<file path="src/rtl/eprom_out_timer.sv">
// Output timing: counts the access, output-enable and float delays in
// clock cycles and decides when the outputs are driven and valid.
// Assumes: every delay parameter is at least 1.
module eprom_out_timer #(
    parameter int           DATA_W   = 8,
    parameter int           ACC_CYC  = 4,
    parameter int           OE_CYC   = 2,
    parameter int           FLT_CYC  = 2,
    parameter logic [7:0]   GAP_BYTE = 8'hA5
) (
    input  logic              clk,
    input  logic              rst_n,
    input  logic              acc_restart,
    input  logic              oe_restart,
    input  logic              drive_mode,
    input  logic [DATA_W-1:0] data_in,
    output logic [DATA_W-1:0] dout,
    output logic              dout_drive,
    output logic              dout_valid
);

    localparam int MAX_AO  = (ACC_CYC > OE_CYC) ? ACC_CYC : OE_CYC;
    localparam int MAX_D   = (MAX_AO > FLT_CYC) ? MAX_AO : FLT_CYC;
    localparam int CNT_W   = $clog2(MAX_D + 1);
    localparam logic [CNT_W-1:0] ACC_LOAD = CNT_W'(ACC_CYC);
    localparam logic [CNT_W-1:0] OE_LOAD  = CNT_W'(OE_CYC);
    localparam logic [CNT_W-1:0] FLT_LOAD = CNT_W'(FLT_CYC);

    logic [CNT_W-1:0] acc_cnt;
    logic [CNT_W-1:0] oe_cnt;
    logic [CNT_W-1:0] flt_cnt;
    logic             drv_q;

    // Access countdown since the last address, select or content change.
    always_ff @(posedge clk) begin
        if (!rst_n) begin
            acc_cnt <= '0;
        end else if (acc_restart) begin
            acc_cnt <= ACC_LOAD;
        end else if (acc_cnt != '0) begin
            acc_cnt <= acc_cnt - 1'b1;
        end
    end

    // Output-enable countdown since the enable last fell.
    always_ff @(posedge clk) begin
        if (!rst_n) begin
            oe_cnt <= '0;
        end else if (oe_restart) begin
            oe_cnt <= OE_LOAD;
        end else if (oe_cnt != '0) begin
            oe_cnt <= oe_cnt - 1'b1;
        end
    end

    // Float window after the driving modes are left.
    always_ff @(posedge clk) begin
        if (!rst_n) begin
            flt_cnt <= '0;
            drv_q   <= 1'b0;
        end else begin
            drv_q <= drive_mode;
            if (drive_mode) begin
                flt_cnt <= '0;
            end else if (drv_q) begin
                flt_cnt <= FLT_LOAD;
            end else if (flt_cnt != '0) begin
                flt_cnt <= flt_cnt - 1'b1;
            end
        end
    end

    assign dout_drive = drv_q || (flt_cnt != '0);
    assign dout_valid = drv_q && (acc_cnt == '0) && (oe_cnt == '0);
    assign dout       = dout_valid ? data_in : DATA_W'(GAP_BYTE);

endmodule

</file>
<file path="config.mk">
export PLATFORM = sky130hd
export DESIGN_NAME = eprom_out_timer
export DESIGN_NICKNAME = d
export VERILOG_FILES = /design/src/rtl/eprom_out_timer.sv
export SDC_FILE = /design/constraint.sdc
export NUM_CORES = 1
export LEC_CHECK = 0
export ABC_AREA = 0
export BUFFER_PORTS_ARGS = -buffer_cell sky130_fd_sc_hd__buf_4
export CAP_MARGIN = 0
export CELL_PAD_IN_SITES_DETAIL_PLACEMENT = 1
export CELL_PAD_IN_SITES_GLOBAL_PLACEMENT = 1
export CORE_MARGIN = 5
export CORE_UTILIZATION = 35
export DETAILED_ROUTE_END_ITERATION = 12
export HOLD_SLACK_MARGIN = 0.12
export PLACE_DENSITY_LB_ADDON = 0.08
export SYNTH_ARGS = -nofsm -noshare
export SYNTH_HDL_FRONTEND = slang
export SYNTH_SLANG_ARGS = --single-unit
</file>
<file path="constraint.sdc">
create_clock -name clk -period 3.4 [get_ports clk]
set_input_delay 0.51 -clock clk [delete_from_list [all_inputs] [get_ports clk]]
set_output_delay 0.51 -clock clk [all_outputs]
set_load 0.01 [all_outputs]
</file>
==> metrics.csv, run 1 <==
metric;value;unit
status;finished clean;
GP Congestion;0.664;
root cell of the clock tree;clkbuf_4;
Mapped Nets;77;
Area growth, synth to finish;39.2;%
Hold Path Stages;2;
CP Class;flop to output port;
Critical Path RT;2.89;ns
die width;49.7;um
io pins;23;
total clock sinks;10;
Synth Instances;59;
PnR worst setup slack;1.17;ns
synth unique cells;20;
DP Wirelength;1050;um
CP max stage delay;0.35;ns
Cell Count, Final, Fillers Out;100;
cell count of the worst reg-to-reg path;5;
worst slack, placed;1.44;ns
IR drop worst, VDD;271;uV
Rel. slew slack;81.1;%
CP dominant cell by count;ha_1;
Mean Syn Cell Area;9.35;um2
# nets final;103;
number of global-route vias before repair;493;
Crit. End Element;output port;
Synth top cells by count;dfxtp_1, inv_1, ha_1, nand2b_1, nor2_1;
pin count of the biggest net entering global routing;10;
period utilisation layout;65.5;%
RSZ-0062 raised after global routing;no;
Post-synth EDFFs;0;
Final Hold Viols;0;
startpoint class of the critical path;flop;
Syn Std Cell Area;552;um2
Antenna diodes;0;
first-pass GRT wire length;2040;um
CTS Buffer Depth;2;
final clock skew;0.00358;ns
Worst Path Arrival;1.72;ns
Iteration-0 DRC Markers;3;
worst-margin pin slew;0.279;ns
DRC;0;
maxcap violations;0;
Synth Warn #;0;
GRT overflow;0;
row cnt;14;
Inst Count DP;96;
main flop type after synthesis;dfxtp_1;
CTS tree;yes;
cts hold-fix bufs;0;
Synth top area share;36.3;%
Slowest-stage cell, CP;dfxtp_1;
leading area contributor after synthesis;dfxtp_1;
vias;493;
postcts setup bufs;0;
Leak;0.360;nW
Routed wire per std cell;12.4;um
Clock Pin Slew Worst Setup and Hold Paths;0.07;ns
ANT nets after route;0;
sequential element share of the synthesized area;36.3;%
Port Buffers;22;
largest cells by area after synthesis;dfxtp_1, ha_1, nand2b_1;
Crit Path Max Fanout;9;
Initial Utilization;36.6;%
CTS H-tree depth;1;
Max Slew Vio Count;0;
Worst Hold Class;primary input to flop;
via/cell ratio;4.93;
Fin Setup TNS;0;ns
Num CTS Buffers;3;
flops & latches, synth;10;
post-route minimum period;2.23;ns
overall global routing resource usage;11.0;%
worst-path cell chain;inv_1 > ha_1 > ha_1 > and3_1 > and2_1 > buf_4;
number of iterations in the first detailed-routing pass;2;
initial antenna violation count;0;
Post-synth ARST share;0;%
FMAX;0.449;GHz
Post-CTS Resized;0;
PD cells;401;mW/mm2
Reg-to-Reg Start;acc_cnt[0];
share of layout cells above drive strength 1;36.9;%
top-count cell post-synth;dfxtp_1;
DIE AREA;0.00247;mm2
core footprint;0.00151;mm2
worst skew pair latency;0.27;ns
Final Setup Violations;0;
Die Y;49.7;um
hold path start;acc_restart;
crit path from;acc_cnt[0];
final wirelength;1240;um
-- area by class of cell --
class | instances | area [um2]
fill | 185 | 738
sequential | 10 | 200
inverter | 7 | 26.3
multi-input combinational | 41 | 320
tap | 16 | 20.0
clock buffer | 4 | 36.3
timing repair buffer | 22 | 165
-- report_power, final --
group	internal, W	switching, W	leakage, nW	total (W)
Sequential	0.000125	0.00000575	0.0822	0.000131
Combinational	0.0000388	0.0000319	0.257	0.0000707
Clock	0.0000650	0.0000415	0.0210	0.000107
Total	0.000229	0.0000791	0.360	0.000308
-- metrics by stage --
stage	utilization, %	area, um2	hold slack (ns)	total power [W]
3_3_place_gp	48.6	732	0.472	0.000202
2_1_floorplan	-	552	0.439	0.000176
6_report	51.0	768	0.457	0.000308
5_1_grt	51.0	768	0.445	0.000331
4_1_cts	51.0	768	0.448	0.000317
3_5_place_dp	48.6	732	0.478	0.000206
-- registers in the layout (all words and copies together) (netlist names) --
| register | count |
|---|---|
| acc_cnt | 3 |
| drv_q | 1 |
| flt_cnt | 3 |
| oe_cnt | 3 |
-- layout by cell type, fill, tap and decap left out --
cell,netlist,routed
o21a_1,3,3
o31a_2,1,1
mux2_2,1,1
nor2b_1,3,3
and2_1,4,4
buf_4,0,22
and2_2,1,1
clkbuf_8,0,1
clkbuf_4,0,3
ha_1,5,5
nor4b_1,2,2
nand2b_1,5,5
or3b_1,1,1
nor2_1,5,5
dfxtp_1,10,10
o311a_2,1,1
and3_1,1,1
a211oi_2,1,1
or2b_1,2,2
inv_1,7,7
a211oi_1,2,2
xor2_1,3,3
-- cell families (layout without fill, tap and decap cells) --
family,Yosys count,in the layout,share of synthesized area (%)
buf+inv,8,33,5.67
mux,1,1,2.04
xor+xnor,3,3,4.76
simple gates,24,24,27.0
flops,10,10,36.3
fa+ha+maj,5,5,11.3
compound gates,8,8,12.9
-- critical path, delay by kind of cell, from the launching register on --
family	cells	cell delay, ns
simple gates	2	0.44
flops	1	0.35
buf+inv	2	0.20
fa+ha+maj	2	0.47
-- path summary, 6_finish.rpt --
kind	slack [ns]	to
worst min-delay path	0.46	acc_cnt[2]
worst max-delay path	1.17	dout[1]
worst max register to register	1.97	acc_cnt[2]
worst min register to register	0.48	acc_cnt[1]
-- metal layers --
layer / routed length (um) / GRT usage (%) / up-vias
met5: 0 / 0 / -
met4: 53 / 10.5 / 0
met3: 91 / 4.52 / 6
met2: 628 / 16.9 / 17
met1: 464 / 10.8 / 224
li1: - / - / 246
Note: power is estimated with default switching activity, not from simulation.
==> run 2, diff against run 1 <==
--- a/config.mk
+++ b/config.mk
@@ -11,7 +11,7 @@
 export CELL_PAD_IN_SITES_DETAIL_PLACEMENT = 1
 export CELL_PAD_IN_SITES_GLOBAL_PLACEMENT = 1
 export CORE_MARGIN = 5
-export CORE_UTILIZATION = 35
+export CORE_UTILIZATION = 32
 export DETAILED_ROUTE_END_ITERATION = 12
 export HOLD_SLACK_MARGIN = 0.12
 export PLACE_DENSITY_LB_ADDON = 0.08
==> constraint.sdc (replaced) <==
create_clock -name clk -period 2.27 [get_ports clk]
set_input_delay 0.3405 -clock clk [delete_from_list [all_inputs] [get_ports clk]]
set_output_delay 0.3405 -clock clk [all_outputs]
set_load 0.01 [all_outputs]
==> run 2 against run 1 <==
- routed wire length decreased by 5.7%
- final area increased by 0.16%
- first-iteration DRC count unchanged
- clock power increased by 50%
- highest routed layer unchanged
- via count decreased by 5.5%
- global-route usage decreased by 0.82 points
- largest power group unchanged
- critical path type unchanged
- setup slack got worse by 0.94 ns
==> metrics.csv, run 2 (synthesized netlist as in run 1, its figures left out) <==
metric;value;unit;change
DRC;0;;unchanged
total chip power;0.000460;W;+49%
first-pass GRT wire length;2020;um;-0.69%
PD cells;598;mW/mm2;+49%
vias;466;;-5.5%
initial antenna violation count;0;;unchanged
ANT nets after route;0;;unchanged
hold endpoint;acc_cnt[2];;
status;finished clean;;
DIE AREA;0.00265;mm2;+7.5%
IR drop worst, VDD;321;uV;+19%
core footprint;0.00169;mm2;+12%
overall global routing resource usage;10.2;%;-0.82 points
Slowest-stage cell, CP;dfxtp_1;;
hold path start;acc_restart;;
Post-CTS Resized;0;;unchanged
Fin Setup TNS;0;ns;unchanged
Worst Hold Class;primary input to flop;;
Crit Path Max Fanout;9;;unchanged
FF-to-FF End;acc_cnt[2];;
FMAX;0.491;GHz;
Final Setup Violations;0;;unchanged
worst-margin pin slew;0.293;ns;+0.0136 ns
RSZ-0062 raised after global routing;no;;
row cnt;15;;+1
Hold Path Stages;2;;unchanged
Iteration-0 DRC Markers;3;;unchanged
number of global-route vias before repair;500;;+1.4%
number of iterations in the first detailed-routing pass;2;;unchanged
Clock Pin Slew Worst Setup and Hold Paths;0.07;ns;about the same
GRT overflow;0;;unchanged
Crit. End Element;output port;;
via/cell ratio;4.61;;-6.4%
Antenna diodes;0;;unchanged
CP max stage delay;0.35;ns;about the same
die width;51.5;um;+3.7%
commonest non-fill, non-tap cell in the layout;buf_4;;
CP dominant cell by count;ha_1;;
io pins;23;;unchanged
CTS tree;yes;;
period utilisation layout;89.7;%;
CTS Buffer Depth;2;;unchanged
Leak;0.360;nW;unchanged
final clock skew;0.00514;ns;+0.00156 ns
biggest regs;acc_cnt (3), flt_cnt (3), oe_cnt (3);;
CP Class;flop to output port;;
worst skew pair latency;0.26;ns;about the same
GP Congestion;0.646;;-2.6%
DP Wirelength;992;um;-5.6%
post-route minimum period;2.04;ns;
# nets final;103;;unchanged
maxcap violations;0;;unchanged
most frequent cells in the layout;buf_4, dfxtp_1, inv_1;;
root cell of the clock tree;clkbuf_4;;
Die Y;51.5;um;+3.7%
Hold WS;0.297;ns;-0.161 ns
Area growth, synth to finish;39.5;%;
Num CTS Buffers;3;;unchanged
cell count of the worst reg-to-reg path;5;;unchanged
Worst Path Arrival;1.69;ns;-0.03 ns
total clock sinks;10;;unchanged
Routed wire per std cell;11.6;um;-6.6%
pin count of the biggest net entering global routing;10;;unchanged
CTS H-tree depth;1;;unchanged
Reg-to-Reg Start;acc_cnt[0];;
worst-path cell chain;inv_1 > ha_1 > ha_1 > and3_1 > and2_1 > buf_4;;
startpoint class of the critical path;flop;;
Port Buffers;22;;unchanged
Rel. slew slack;80.2;%;-0.92 points
Initial Utilization;32.7;%;-4.0 points
reg2reg setup slack;0.85;ns;-1.12 ns
Final Hold Viols;0;;unchanged
cts hold-fix bufs;0;;unchanged
final wirelength;1170;um;-5.7%
Critical Path RT;1.93;ns;-0.96 ns
postcts setup bufs;0;;unchanged
Max Slew Vio Count;0;;unchanged
share of layout cells above drive strength 1;36.9;%;unchanged
## run 2: cell counts in the layout (fill, tap and decap cells not counted)
Identical to the previous run, type by type.
## run 2: cell type report
class | count | area, um2
clock buffers | 4 | 36.3
flip-flops and latches | 10 | 200
repair buffers | 22 | 165
multi-input cells | 41 | 320
inverters | 7 | 26.3
fillers | 215 | 920
well taps | 17 | 21.3
## run 2: critical path, delay by kind of cell (launching register included)
| kind | cells | cell delay [ns] |
|---|---|---|
| flops | 1 | 0.35 |
| simple gates | 2 | 0.44 |
| buf+inv | 2 | 0.19 |
| fa+ha+maj | 2 | 0.45 |
## run 2: power by group
| part | switching (W) | internal, W | leakage [nW] |
|---|---|---|---|
| combinational | 0.0000465 | 0.0000575 | 0.257 |
| sequential | 0.00000834 | 0.000188 | 0.0822 |
| clock | 0.0000627 | 0.0000973 | 0.0210 |
| total | 0.000118 | 0.000342 | 0.360 |
## run 2: worst max path at each step
stage	from	end	slack [ns]	depth (start not counted)
6_report	acc_cnt[0]	dout[1]	0.23	6
5_1_grt	acc_cnt[0]	dout[4]	0.10	6
4_1_cts	acc_cnt[0]	dout[4]	0.19	6
3_5_place_dp	acc_cnt[0]	dout[1]	0.50	6
3_3_place_gp	acc_cnt[0]	dout[6]	0.56	6
2_1_floorplan	acc_cnt[0]	dout[1]	0.65	6
## run 2: metrics by stage
stage	worst slack [ns]	util [%]	std cells	instance area (um2)
finish	0.235	45.6	101	769
global placement	0.556	43.4	97	733
global route	0.103	45.6	101	769
floorplan	0.649	-	59	552
detailed placement	0.498	43.4	97	733
CTS	0.190	45.6	101	769
## run 2: metal layers
layer	up-vias	GRT usage (%)	part of all wire [%]
met5	-	0	0
met4	0	5.24	1.5
met3	2	4.30	8.6
met2	14	16.1	46
met1	208	11.6	44
li1	242	-	-
==> run 3, diff against run 2 <==
==> constraint.sdc (replaced) <==
create_clock -name clk -period 2.1 [get_ports clk]
set_input_delay 0 -clock clk [delete_from_list [all_inputs] [get_ports clk]]
set_output_delay 0 -clock clk [all_outputs]
set_load 0.01 [all_outputs]
==> run 3 against run 2 <==
- first-iteration DRC count increased by 100%
- clock-buffer cell count unchanged
- clock power increased by 11%
- via count increased by 6.2%
- non-clock buffer count increased by 7
- sequential share of layout area decreased by 2.2 points
- critical path type is now flop to flop
- largest power group unchanged
==> metrics.csv, run 3 (synthesized netlist as in run 1, its figures left out) <==
metric;value;unit;change
crit path from;acc_cnt[0];;
Hold WS;0.265;ns;-0.0319 ns
maxcap violations;0;;unchanged
core footprint;0.00169;mm2;unchanged
CP max stage delay;0.54;ns;+0.19 ns
Area growth, synth to finish;52.2;%;
Port Buffers;22;;unchanged
critical path depth;6;;unchanged
worst slack, placed;0.654;ns;+0.156 ns
worst-margin pin slew;0.278;ns;-0.0149 ns
Rel. slew slack;81.2;%;+1.0 points
Clock Pin Slew Worst Setup and Hold Paths;0.07;ns;about the same
worst skew pair latency;0.27;ns;about the same
via/cell ratio;4.58;;-0.66%
startpoint class of the critical path;flop;;
end of the critical path;acc_cnt[2];;
Worst Hold Class;primary input to output port;;
CTS tree;yes;;
period utilisation layout;93.9;%;
FMAX;0.507;GHz;
Num CTS Buffers;3;;unchanged
delay-heaviest family, CP;buffers and inverters;;
Critical Path RT;2.26;ns;+0.33 ns
Slowest-stage cell, CP;dlygate4sd3_1;;
Fin Setup TNS;0;ns;unchanged
Antenna diodes;0;;unchanged
reg2reg setup slack;0.13;ns;-0.72 ns
design area;840;um2;+9.1%
Reg-to-Reg Start;acc_cnt[0];;
number of iterations in the first detailed-routing pass;2;;unchanged
number of global-route vias before repair;500;;unchanged
post-route minimum period;1.97;ns;
# nets final;110;;+6.8%
io pins;23;;unchanged
share of layout cells above drive strength 1;34.1;%;-2.8 points
most frequent cells in the layout;buf_4, dfxtp_1, inv_1, dlygate4sd3_1;;
Hold Path Stages;3;;+1
RSZ-0062 raised after global routing;no;;
Routed wire per std cell;12.1;um;+4.5%
first-pass GRT wire length;2200;um;+8.9%
final wirelength;1310;um;+12%
ANT nets after route;0;;unchanged
Leak;0.393;nW;+9.1%
cell count of the worst reg-to-reg path;6;;+1
Cell Count, Final, Fillers Out;108;;+6.9%
Crit. End Element;flop;;
CTS Buffer Depth;2;;unchanged
status;finished clean;;
PnR worst setup slack;0.128;ns;-0.107 ns
Initial Utilization;32.7;%;unchanged
commonest non-fill, non-tap cell in the layout;buf_4;;
CP Class;flop to flop;;
CP bufs+invs;2;;unchanged
DRC;0;;unchanged
DIE AREA;0.00265;mm2;unchanged
FF-to-FF End;acc_cnt[2];;
Iteration-0 DRC Markers;6;;+3
CTS H-tree depth;1;;unchanged
Final Setup Violations;0;;unchanged
IR drop worst, VDD;318;uV;-0.97%
total clock sinks;10;;unchanged
row cnt;15;;unchanged
Final Hold Viols;0;;unchanged
worst-path cell chain;inv_1 > ha_1 > ha_1 > mux2_2 > o21a_1 > dlygate4sd3_1;;
vias;495;;+6.2%
Die Y;51.5;um;unchanged
Crit Path Max Fanout;5;;-4
hold path start;data_in[7];;
final clock skew;0.00162;ns;-0.00352 ns
postcts setup bufs;0;;unchanged
placed standard-cell area;733;um2;unchanged
root cell of the clock tree;clkbuf_4;;
Worst Path Arrival;2.13;ns;+0.44 ns
GRT overflow;0;;unchanged
CP dominant cell by count;ha_1;;
initial antenna violation count;0;;unchanged
Inst Count DP;97;;unchanged
overall global routing resource usage;11.1;%;+0.97 points
PD cells;615;mW/mm2;+2.9%
pin count of the biggest net entering global routing;10;;unchanged
GP Congestion;0.652;;+0.90%
Max Slew Vio Count;0;;unchanged
biggest regs;acc_cnt (3), flt_cnt (3), oe_cnt (3);;
die width;51.5;um;unchanged
DP Wirelength;999;um;+0.62%
## run 3: cell types whose count changed in the layout (fill, tap and decap cells not counted)
cell and change:
dlygate4sd3_1 +7
## run 3: worst min-delay path by stage
stage                     slack (ns)          to
after floorplan                 0.12  acc_cnt[2]
after detailed placement        0.23  acc_cnt[2]
after CTS                       0.27     dout[7]
after global placement          0.22  acc_cnt[2]
final                           0.26     dout[7]
after global routing            0.29     dout[7]
## run 3: per-stage QoR
| step | util [%] | power [W] |
|---|---|---|
| floorplan | - | 0.000285 |
| global placement | 43.4 | 0.000327 |
| detailed placement | 43.4 | 0.000332 |
| CTS | 49.7 | 0.000528 |
| global route | 49.7 | 0.000553 |
| finish | 49.7 | 0.000516 |
## run 3: timing repair
item | CTS | global route
hold buffers | 7 | 0
endpoints found under the setup margin | 0 | 0
gates resized for setup | 0 | 0
endpoints found under the hold margin | 10 | 0
## run 3: tightest hold or removal path, stage by stage
cell,delay (ns)
buf_4,0.07
nand2b_1,0.08
buf_4,0.11
## run 3: routing by layer
metal	GRT usage (%)	up-vias	part of all wire, %
li1	-	257	-
met1	12.8	222	43
met2	18.0	14	49
met3	4.30	2	7.3
met4	5.24	0	0.92
met5	0	-	0
## run 3: final cells by class
| class | count | area, um2 |
|---|---|---|
| well taps | 17 | 21.3 |
| inverters | 7 | 26.3 |
| clock buffers | 4 | 36.3 |
| fillers | 205 | 850 |
| repair buffers | 29 | 235 |
| flip-flops and latches | 10 | 200 |
| multi-input cells | 41 | 320 |
## run 3: where the power goes
part           internal, W  switching [W]
clock             0.000105      0.0000731
combinational    0.0000728      0.0000533
sequential        0.000203     0.00000922
